### config.mk
export PLATFORM = sky130hd
export DESIGN_NAME = gmii_rx_deframer
export DESIGN_NICKNAME = d
export VERILOG_FILES = /design/src/rtl/gmii_rx_pkg.sv /design/src/rtl/gmii_rx_classify.sv /design/src/rtl/gmii_rx_track.sv /design/src/rtl/gmii_rx_drive.sv /design/src/rtl/gmii_rx_deframer.sv
export SDC_FILE = /design/constraint.sdc
export NUM_CORES = 1
export LEC_CHECK = 0
export BUFFER_PORTS_ARGS = -buffer_cell sky130_fd_sc_hd__buf_4
export CAP_MARGIN = 40
export CORE_AREA = 2 2 39 41
export DETAILED_ROUTE_END_ITERATION = 8
export DIE_AREA = 0 0 41 43
export GPL_ROUTABILITY_DRIVEN = 0
export GPL_TIMING_DRIVEN = 0
export PLACE_DENSITY_LB_ADDON = 0.05
export SYNTH_ARGS = -nofsm -noshare
export SYNTH_HDL_FRONTEND = slang
export SYNTH_HIERARCHICAL = 1
export SYNTH_SLANG_ARGS = --single-unit
### constraint.sdc
create_clock -name clk -period 2.1 [get_ports clk]
set_input_delay 0.315 -clock clk [delete_from_list [all_inputs] [get_ports clk]]
set_output_delay 0.315 -clock clk [all_outputs]
set_load 0.02 [all_outputs]
### src/rtl/gmii_rx_pkg.sv
package gmii_rx_pkg;

  typedef enum logic [2:0] {
    SYM_GAP,
    SYM_DATA,
    SYM_START,
    SYM_TERM,
    SYM_ERR,
    SYM_CTRL
  } sym_cls_t;

endpackage

### src/rtl/gmii_rx_classify.sv
module gmii_rx_classify
  import gmii_rx_pkg::*;
#(
  parameter int unsigned          W          = 8,
  parameter logic [W-1:0]         START_CODE = 8'hFB,
  parameter logic [W-1:0]         TERM_CODE  = 8'hFD,
  parameter logic [W-1:0]         ERR_CODE   = 8'hFE
) (
  input  logic         sym_valid,
  input  logic         sym_k,
  input  logic [W-1:0] sym_byte,
  output sym_cls_t     sym_cls
);

  always_comb begin
    if (!sym_valid)                   sym_cls = SYM_GAP;
    else if (!sym_k)                  sym_cls = SYM_DATA;
    else if (sym_byte == START_CODE)  sym_cls = SYM_START;
    else if (sym_byte == TERM_CODE)   sym_cls = SYM_TERM;
    else if (sym_byte == ERR_CODE)    sym_cls = SYM_ERR;
    else                              sym_cls = SYM_CTRL;
  end

endmodule

### src/rtl/gmii_rx_track.sv
module gmii_rx_track
  import gmii_rx_pkg::*;
(
  input  logic     clk,
  input  logic     rst_n,
  input  logic     sync_ok,
  input  sym_cls_t sym_cls,
  output logic     in_pkt_q
);

  logic in_pkt_d;

  always_comb begin
    in_pkt_d = in_pkt_q;
    if (!sync_ok)                            in_pkt_d = 1'b0;
    else if (!in_pkt_q && sym_cls == SYM_START) in_pkt_d = 1'b1;
    else if (in_pkt_q && sym_cls == SYM_TERM)   in_pkt_d = 1'b0;
  end

  always_ff @(posedge clk) begin
    if (!rst_n) in_pkt_q <= 1'b0;
    else        in_pkt_q <= in_pkt_d;
  end


  term_closes_chk: assert property (@(posedge clk) disable iff (!rst_n)
    (sync_ok && in_pkt_q && sym_cls == SYM_TERM) |=> !in_pkt_q);


  err_keeps_open_chk: assert property (@(posedge clk) disable iff (!rst_n)
    (sync_ok && in_pkt_q && sym_cls == SYM_ERR) |=> in_pkt_q);

endmodule

### src/rtl/gmii_rx_drive.sv
module gmii_rx_drive
  import gmii_rx_pkg::*;
#(
  parameter int unsigned  W         = 8,
  parameter logic [W-1:0] PRE_BYTE  = 8'h55
) (
  input  logic         clk,
  input  logic         rst_n,
  input  logic         sync_ok,
  input  logic         in_pkt_q,
  input  sym_cls_t     sym_cls,
  input  logic [W-1:0] sym_byte,
  output logic [W-1:0] rxd_q,
  output logic         rxer_q
);

  localparam logic [W-1:0] ALL_ONES  = {W{1'b1}};
  localparam logic [W-1:0] ALL_ZEROS = '0;

  logic [W-1:0] rxd_d;
  logic         rxer_d;

  always_comb begin
    rxd_d  = ALL_ZEROS;
    rxer_d = 1'b0;
    if (!sync_ok) begin
      rxd_d = ALL_ONES;
    end else if (!in_pkt_q) begin
      if (sym_cls == SYM_START) rxd_d = PRE_BYTE;
    end else begin
      unique case (sym_cls)
        SYM_DATA: rxd_d = sym_byte;
        SYM_TERM: rxd_d = ALL_ZEROS;
        SYM_GAP:  rxer_d = 1'b1;
        default: begin
          rxd_d  = sym_byte;
          rxer_d = 1'b1;
        end
      endcase
    end
  end

  always_ff @(posedge clk) begin
    if (!rst_n) begin
      rxd_q  <= ALL_ZEROS;
      rxer_q <= 1'b0;
    end else begin
      rxd_q  <= rxd_d;
      rxer_q <= rxer_d;
    end
  end


  data_pass_chk: assert property (@(posedge clk) disable iff (!rst_n)
    (sync_ok && in_pkt_q && sym_cls == SYM_DATA) |=> (!rxer_q && rxd_q == $past(sym_byte)));


  gap_flag_chk: assert property (@(posedge clk) disable iff (!rst_n)
    (sync_ok && in_pkt_q && sym_cls == SYM_GAP) |=> (rxer_q && rxd_q == ALL_ZEROS));

endmodule

### src/rtl/gmii_rx_deframer.sv
module gmii_rx_deframer
  import gmii_rx_pkg::*;
#(
  parameter int unsigned  W          = 8,
  parameter logic [W-1:0] START_CODE = 8'hFB,
  parameter logic [W-1:0] TERM_CODE  = 8'hFD,
  parameter logic [W-1:0] ERR_CODE   = 8'hFE,
  parameter logic [W-1:0] PRE_BYTE   = 8'h55
) (
  input  logic         clk,
  input  logic         rst_n,
  input  logic         sync_ok,
  input  logic         in_valid,
  input  logic         in_k,
  input  logic [W-1:0] in_byte,
  output logic [W-1:0] rxd,
  output logic         rxdv,
  output logic         rxer
);

  sym_cls_t cls;
  logic     in_pkt_q;

  gmii_rx_classify #(
    .W(W), .START_CODE(START_CODE), .TERM_CODE(TERM_CODE), .ERR_CODE(ERR_CODE)
  ) u_cls (
    .sym_valid (in_valid),
    .sym_k     (in_k),
    .sym_byte  (in_byte),
    .sym_cls   (cls)
  );

  gmii_rx_track u_trk (
    .clk      (clk),
    .rst_n    (rst_n),
    .sync_ok  (sync_ok),
    .sym_cls  (cls),
    .in_pkt_q (in_pkt_q)
  );

  gmii_rx_drive #(.W(W), .PRE_BYTE(PRE_BYTE)) u_drv (
    .clk      (clk),
    .rst_n    (rst_n),
    .sync_ok  (sync_ok),
    .in_pkt_q (in_pkt_q),
    .sym_cls  (cls),
    .sym_byte (in_byte),
    .rxd_q    (rxd),
    .rxer_q   (rxer)
  );

  assign rxdv = in_pkt_q;

  logic rst_seen_q;
  always_ff @(posedge clk) rst_seen_q <= !rst_n;


  always @(negedge clk) begin
    if (rst_seen_q === 1'b1) begin
      reset_zero_chk: assert (rxd == '0 && !rxdv && !rxer);
    end
  end


  unsync_ones_chk: assert property (@(posedge clk) disable iff (!rst_n)
    !sync_ok |=> (rxd == {W{1'b1}} && !rxdv && !rxer));


  start_open_chk: assert property (@(posedge clk) disable iff (!rst_n)
    (sync_ok && in_valid && in_k && in_byte == START_CODE && !rxdv) |=> (rxdv && !rxer && rxd == PRE_BYTE));


  err_needs_dv_chk: assert property (@(posedge clk) disable iff (!rst_n)
    rxer |-> rxdv);

endmodule

==> results of run 1 <==
-- power by group through the flow --
stage	Clock, W	Combinational [W]	Sequential (W)
after detailed placement	0	0.0000687	0.000204
after CTS	0.000128	0.0000690	0.000200
after global placement	0	0.0000693	0.000204
final	0.000123	0.0000682	0.000200
after floorplan	0	0.0000192	0.000215
after global routing	0.000132	0.0000739	0.000201
-- cell type report --
type | count | area (µm²)
clock buffers | 3 | 22.5
fillers | 139 | 751
repair buffers | 22 | 165
multi-input cells | 29 | 221
flip-flops and latches | 10 | 200
well taps | 16 | 20.0
inverters | 1 | 3.75
-- metrics by stage --
step | instance area (µm²) | power (W) | util, % | hold slack [ns]
final | 633 | 0.000391 | 45.8 | 0.268
after CTS | 633 | 0.000397 | 45.8 | 0.263
after global routing | 633 | 0.000407 | 45.8 | 0.262
after floorplan | 425 | 0.000234 | - | 0.425
after detailed placement | 611 | 0.000273 | 44.1 | 0.507
after global placement | 611 | 0.000273 | 44.1 | 0.511
-- layout by cell type (no fill, tap or decap), types with 2 or more instances in the layout --
master,n
buf_4,22
dfxtp_1,10
a21o_1,8
clkbuf_4,3
nand2_1,3
xor2_1,2
nand3_1,2
a21oi_1,2
nor2b_1,2
-- flip-flops by register name, summed over array words and instances (netlist names) --
register and count:
u_drv/rxer_q 1, u_drv/rxd_q 8, u_trk/in_pkt_q 1
-- worst min path at each step --
stage / startpoint / end / slack (ns)
floorplan: in_byte[0] / u_drv/rxd_q[0] / 0.43
global placement: u_trk/in_pkt_q / u_drv/rxer_q / 0.51
detailed placement: u_trk/in_pkt_q / u_drv/rxer_q / 0.51
CTS: in_byte[4] / u_drv/rxd_q[4] / 0.26
global route: in_byte[4] / u_drv/rxd_q[4] / 0.26
finish: in_byte[4] / u_drv/rxd_q[4] / 0.27
-- cells by family after synthesis --
logic type	after synthesis	share of synthesized area, %
AO/OA/AOI/OAI	13	25.3
XOR/XNOR	3	6.18
buffers and inverters	1	0.882
flip-flops	10	47.1
AND/OR/NAND/NOR	13	20.6
-- routing by layer --
metal / GRT usage (%) / vias to the layer above
met4: 8.00 / 0
li1: - / 197
met2: 15.3 / 14
met1: 14.2 / 163
met3: 3.14 / 2
met5: 0 / -
==> impl_metrics.env, run 1 <==
export IMPL_synth_flop_cell="dfxtp_1"
export IMPL_swShare_pct=23.4
export IMPL_crit_path_end_kind="register"
export IMPL_net_count_reported_at_finish=80
export IMPL_timing_critical_path_depth=7
export IMPL_met1Wirelength_um=399
export IMPL_synth_top_cell_area_share_pct=47.1
export IMPL_fraction_of_final_layout_cells_with_drive_strength_greater_than_1_pct=43.1
export IMPL_grt_pass1_wl_um=1300
export IMPL_n_antenna_cell=0
export IMPL_power_frac_clock_pct=31.5
export IMPL_timing_final_max_slew_violations=0
export IMPL_dr_first_iter_drc_count=1
export IMPL_worstRegToRegCells=3
export IMPL_grt_max_degree=9
export IMPL_die_area_mm2=0.00176
export IMPL_postSynthCellCount=40
export IMPL_finish_cell_count_without_fillers=81
export IMPL_crit_type="in2reg"
export IMPL_status="completed"
export IMPL_postSynthNetCount=53
export IMPL_cts_post_setup_buffers_inserted=0
export IMPL_root_buffer="clkbuf_4"
export IMPL_route_detailed_wl_per_inst_um=11.2
export IMPL_netSwitchingPower_w=0.0000914
export IMPL_finalHoldViolCount=0
export IMPL_grt_use_total_pct=11.2
export IMPL_synth_yosys_warnings=6
export IMPL_p_comb_share_pct=17.4
export IMPL_power_density_cell_area_mw_per_mm2=618
export IMPL_met3RoutedLength_um=86
export IMPL_cts_hold_buffers=0
export IMPL_totalNegativeSetupSlack_ns=0
export IMPL_yosysSeqAreaShare_pct=47.1
export IMPL_top_layer="met4"
export IMPL_worst_path_buf_inv=1
export IMPL_wl_met2_um=408
export IMPL_number_of_antenna_violations_at_the_first_check_in_global_routing=0
export IMPL_synth_enable_flop_cells=0
export IMPL_crit_path_max_incr_delay_ns=0.51
export IMPL_critPathTopFamily="simple AND/OR/NAND/NOR gates"
export IMPL_cts_max_level=1
export IMPL_timing_clock_skew_ns=0.00714
export IMPL_layout_setup_ws_ns=0.488
export IMPL_timing_max_slew_rel_slack_pct=60.1
export IMPL_max_cap_viol_count=0
export IMPL_avg_synthesized_cell_area_um2=10.6
export IMPL_first_drt_pass_iteration_count=2
export IMPL_port_buffer_count=22
export IMPL_hold_path_class="in2reg"
export IMPL_coreArea_mm2=0.00138
export IMPL_r2r_setup_slack_ns=0.87
export IMPL_cts_buffers=3
export IMPL_initial_core_util_pct=30.7
export IMPL_detail_route_vias_per_cell=4.64
export IMPL_hold_depth=2
export IMPL_insertion_delay_ns=0.25
export IMPL_antenna_violating_nets_post_route=0
export IMPL_synth_seq_cells=10
export IMPL_top_cells_by_area_synth="dfxtp_1, a21o_1, a21boi_4"
export IMPL_area_growth_syn_to_layout_pct=48.8
export IMPL_top_level_ports=23
export IMPL_worst_ir_drop_vdd_mv=0.247
export IMPL_grt_overflow_total=0
export IMPL_floorplan_rows=14
export IMPL_cts_tree="built"
export IMPL_synthTopCellsByCount="dfxtp_1, a21o_1, nand2_1"
export IMPL_dpl_cell_count=78
export IMPL_min_period_over_period_pct=76.8
export IMPL_cts_num_sinks=10
export IMPL_synthMostInstantiatedCell="dfxtp_1"
export IMPL_timing_rr_start="u_trk/in_pkt_q"
export IMPL_max_freq_ghz=0.620
export IMPL_cp_startpoint="in_byte[5]"
export IMPL_clk_path_buf_depth=2
export IMPL_route_vias_total=376
export IMPL_critical_path_startpoint_type="input pin"
export IMPL_fp_dieH_um=43
export IMPL_worstPathArrival_ns=1.81
export IMPL_netlist_cell_type_count=18
export IMPL_crit_chain="buf_4 > and4_1 > nand4_1 > nor2_1 > or4b_4 > a21boi_4 > a21o_1"
export IMPL_first_global_vias=329
export IMPL_grt_setup_unrepaired="false"
export IMPL_seq_power_share_pct=51.1
export IMPL_syn_area_um2=425
export IMPL_drt_wl_total_um=907
export IMPL_min_period_ns=1.61
export IMPL_clk_pin_slew_ns=0.06
export IMPL_route_detailed_drc=0
export IMPL_capture_point_of_the_worst_path="u_drv/rxd_q[4]"
export IMPL_crit_required_ns=2.30
export IMPL_crit_slowest_cell="or4b_4"
export IMPL_cellLeakagePower_nw=0.340
export IMPL_floorplan_die_width_um=41
export IMPL_synth_top_cell_by_area="dfxtp_1"
export IMPL_critical_path_peak_fanout=4
export IMPL_cell_internal_power_w=0.000300
export IMPL_detailedPlace_worstSlack_ns=0.222
export IMPL_postSynth_asyncResetShare_pct=0
export IMPL_dpl_hpwl_um=714
export IMPL_r2r_end="u_drv/rxd_q[4]"
export IMPL_post_cts_repair_resize_count=0
export IMPL_timing_final_setup_violations=0
export IMPL_least_margin_pin_slew_ns=0.598
Note: power is estimated with default switching activity, not from simulation.
==> run 2, diff against run 1 <==
--- a/config.mk
+++ b/config.mk
@@ -5,6 +5,7 @@
 export SDC_FILE = /design/constraint.sdc
 export NUM_CORES = 1
 export LEC_CHECK = 0
+export ABC_AREA = 1
 export BUFFER_PORTS_ARGS = -buffer_cell sky130_fd_sc_hd__buf_4
 export CAP_MARGIN = 40
 export CORE_AREA = 2 2 39 41
==> constraint.sdc (replaced) <==
create_clock -name clk -period 1.6 [get_ports clk]
set_input_delay 0.24 -clock clk [delete_from_list [all_inputs] [get_ports clk]]
set_output_delay 0.24 -clock clk [all_outputs]
set_load 0.02 [all_outputs]
==> impl_metrics.env, run 2 <==
export IMPL_status="completed"
export IMPL_postLayoutCellArea_um2=764
export IMPL_synth_top_cell_area_share_pct=36.9
export IMPL_top_level_ports=23
export IMPL_timing_max_slew_rel_slack_pct=76.3
export IMPL_cts_hold_buffers=0
export IMPL_cellLeakagePower_nw=0.403
export IMPL_synth_enable_flop_cells=0
export IMPL_min_period_over_period_pct=76.6
export IMPL_synth_yosys_warnings=6
export IMPL_post_cts_repair_resize_count=0
export IMPL_antenna_violating_nets_post_route=0
export IMPL_r2r_end="u_drv/rxd_q[2]"
export IMPL_grt_use_total_pct=15.7
export IMPL_top_cells_by_area_synth="dfxtp_1, nand2_1, inv_1"
export IMPL_fillCellCount=149
export IMPL_worstPathArrival_ns=1.37
export IMPL_crit_path_end_kind="register"
export IMPL_yosysSeqAreaShare_pct=36.9
export IMPL_syn_area_um2=543
export IMPL_reg_with_most_ffs="u_drv/rxd_q"
export IMPL_hold_path_startpoint="sync_ok"
export IMPL_min_period_ns=1.22
export IMPL_critical_path_peak_fanout=8
export IMPL_synthMostInstantiatedCell="nand2_1"
export IMPL_p_comb_share_pct=17.1
export IMPL_timing_final_setup_violations=0
export IMPL_cts_max_level=1
export IMPL_placed_area_um2=728
export IMPL_root_buffer="clkbuf_4"
export IMPL_avg_synthesized_cell_area_um2=6.62
export IMPL_crit_required_ns=1.74
export IMPL_initial_core_util_pct=39.2
export IMPL_postSynth_asyncResetShare_pct=0
export IMPL_cts_post_setup_buffers_inserted=0
export IMPL_regArea_um2=200
export IMPL_timing_final_max_slew_violations=0
export IMPL_fraction_of_final_layout_cells_with_drive_strength_greater_than_1_pct=30.6
export IMPL_clk_path_buf_depth=2
export IMPL_hold_end="u_drv/rxd_q[3]"
export IMPL_power_density_cell_area_mw_per_mm2=766
export IMPL_finalHoldViolCount=0
export IMPL_crit_type="in2reg"
export IMPL_netlist_cell_type_count=13
export IMPL_worst_ir_drop_vdd_mv=0.255
export IMPL_synth_seq_cells=10
export IMPL_floorplan_die_width_um=41
export IMPL_hold_depth=2
export IMPL_hold_path_class="in2reg"
export IMPL_synth_top_cell_by_area="dfxtp_1"
export IMPL_clk_pin_slew_ns=0.06
export IMPL_synthTopCellsByCount="nand2_1, inv_1, a21oi_1, dfxtp_1, nor2_1"
export IMPL_critical_path_startpoint_type="input pin"
export IMPL_grtUsageMet3_pct=1.57
export IMPL_drt_wl_total_um=1080
export IMPL_grt_pass1_wl_um=1880
export IMPL_timing_clock_skew_ns=0.00235
export IMPL_largestRegisters="u_drv/rxd_q: 8 flops, u_drv/rxer_q: 1 flops, u_trk/in_pkt_q: 1 flops"
export IMPL_finalPower_w=0.000586
export IMPL_detail_route_vias_per_cell=4.56
export IMPL_n_antenna_cell=0
export IMPL_first_drt_pass_iteration_count=4
export IMPL_number_of_antenna_violations_at_the_first_check_in_global_routing=0
export IMPL_flip_flop_count_of_the_largest_register_after_layout=8
export IMPL_coreArea_mm2=0.00138
export IMPL_cts_tree="built"
export IMPL_area_growth_syn_to_layout_pct=40.8
export IMPL_r2r_setup_slack_ns=0.61
export IMPL_route_vias_total=566
export IMPL_netSwitchingPower_w=0.000143
export IMPL_grt_max_degree=11
export IMPL_postSynthCellCount=82
export IMPL_die_area_mm2=0.00176
export IMPL_grt_util_met2_pct=23.4
export IMPL_worstRegToRegCells=4
export IMPL_most_common_layout_cells="buf_4, nand2_1, inv_1"
export IMPL_seq_power_share_pct=44.7
export IMPL_max_cap_viol_count=0
export IMPL_route_detailed_drc=0
export IMPL_cell_internal_power_w=0.000443
export IMPL_synth_flop_cell="dfxtp_1"
export IMPL_swShare_pct=24.3
export IMPL_net_count_reported_at_finish=122
export IMPL_first_global_vias=477
export IMPL_postSynthNetCount=95
export IMPL_cts_buffers=3
export IMPL_totalNegativeSetupSlack_ns=0
export IMPL_dpl_hpwl_um=862
export IMPL_cts_num_sinks=10
export IMPL_grt_overflow_total=0
export IMPL_fp_dieH_um=43
export IMPL_grt_setup_unrepaired="false"
export IMPL_dr_first_iter_drc_count=3
export IMPL_port_buffer_count=22
export IMPL_insertion_delay_ns=0.26
export IMPL_max_freq_ghz=0.816
export IMPL_least_margin_pin_slew_ns=0.354
export IMPL_timing_rr_start="u_trk/in_pkt_q"
export IMPL_most_common_library_cell_in_the_layout_ignoring_fill_and_taps="buf_4"
export IMPL_top_usage_layer="met2"
export IMPL_globalRouteMet1Util_pct=19.3
export IMPL_floorplan_rows=14
export IMPL_multi_input_comb_area_um2=275
export IMPL_route_detailed_wl_per_inst_um=8.73
export IMPL_power_frac_clock_pct=38.2
-- run 2: changes by cell type in the layout (fill, tap and decap cells not counted), moves of 4 or more --
| cell | change |
|---|---|
| nor2_1 | +7 |
| nand3b_1 | +4 |
| a21o_1 | -8 |
| nand3_1 | +4 |
| nand2_1 | +18 |
| a21oi_1 | +8 |
| inv_1 | +14 |
-- run 2: area by class of cell --
class                           count  share of cell area [%]
Multi-Input combinational cell     55                    36.0
Sequential cell                    10                    26.2
Timing Repair Buffer               22                    21.6
Inverter                           16                    7.86
Clock buffer                        4                    4.75
Tap cell                           16                    2.62
Buffer                              1                   0.982
-- run 2: layer usage --
| metal | routed length [µm] | part of all wire (%) |
|---|---|---|
| met2 | 514 | 48 |
| met5 | 0 | 0 |
| met1 | 485 | 45 |
| met3 | 60 | 5.5 |
| met4 | 22 | 2.0 |
-- run 2: cell families after synthesis --
family | synth area share [%]
AO/OA/AOI/OAI | 11.3
buffers and inverters | 12.4
flip-flops | 36.9
AND/OR/NAND/NOR | 39.4
-- run 2: through the flow --
step           hold slack, ns  utilization (%)  std cells  worst slack [ns]
4_1_cts                 0.199             55.2        124             0.367
2_1_floorplan           0.336                -         82             0.386
6_report                0.205             55.2        124             0.375
3_3_place_gp            0.485             52.6        120             0.108
5_1_grt                 0.212             55.2        124             0.213
3_5_place_dp            0.481             52.6        120             0.106
-- run 2: worst max-delay path, stage by stage --
cell,delay [ns]
buf_4,0.09
nand2_1,0.05
nor2_2,0.13
nand3b_1,0.11
nor2_1,0.30
nand3_2,0.22
nand3b_1,0.14
a21oi_1,0.07
-- run 2: worst max-delay path by stage --
stage	from	endpoint	depth (start not counted)
after CTS	in_byte[7]	u_drv/rxd_q[1]	8
final	in_byte[7]	u_drv/rxd_q[7]	8
after global placement	in_byte[7]	u_drv/rxd_q[2]	9
after floorplan	in_byte[7]	u_drv/rxd_q[0]	7
after detailed placement	in_byte[7]	u_drv/rxd_q[7]	8
after global routing	in_byte[1]	u_drv/rxd_q[7]	9
-- run 2: power by group through the flow --
stage                     clock (W)  combinational (W)  sequential [W]
after floorplan                   0          0.0000345        0.000282
final                      0.000224          0.0000999        0.000262
after CTS                  0.000232           0.000101        0.000262
after detailed placement          0           0.000100        0.000268
after global placement            0          0.0000999        0.000268
after global routing       0.000240           0.000111        0.000263
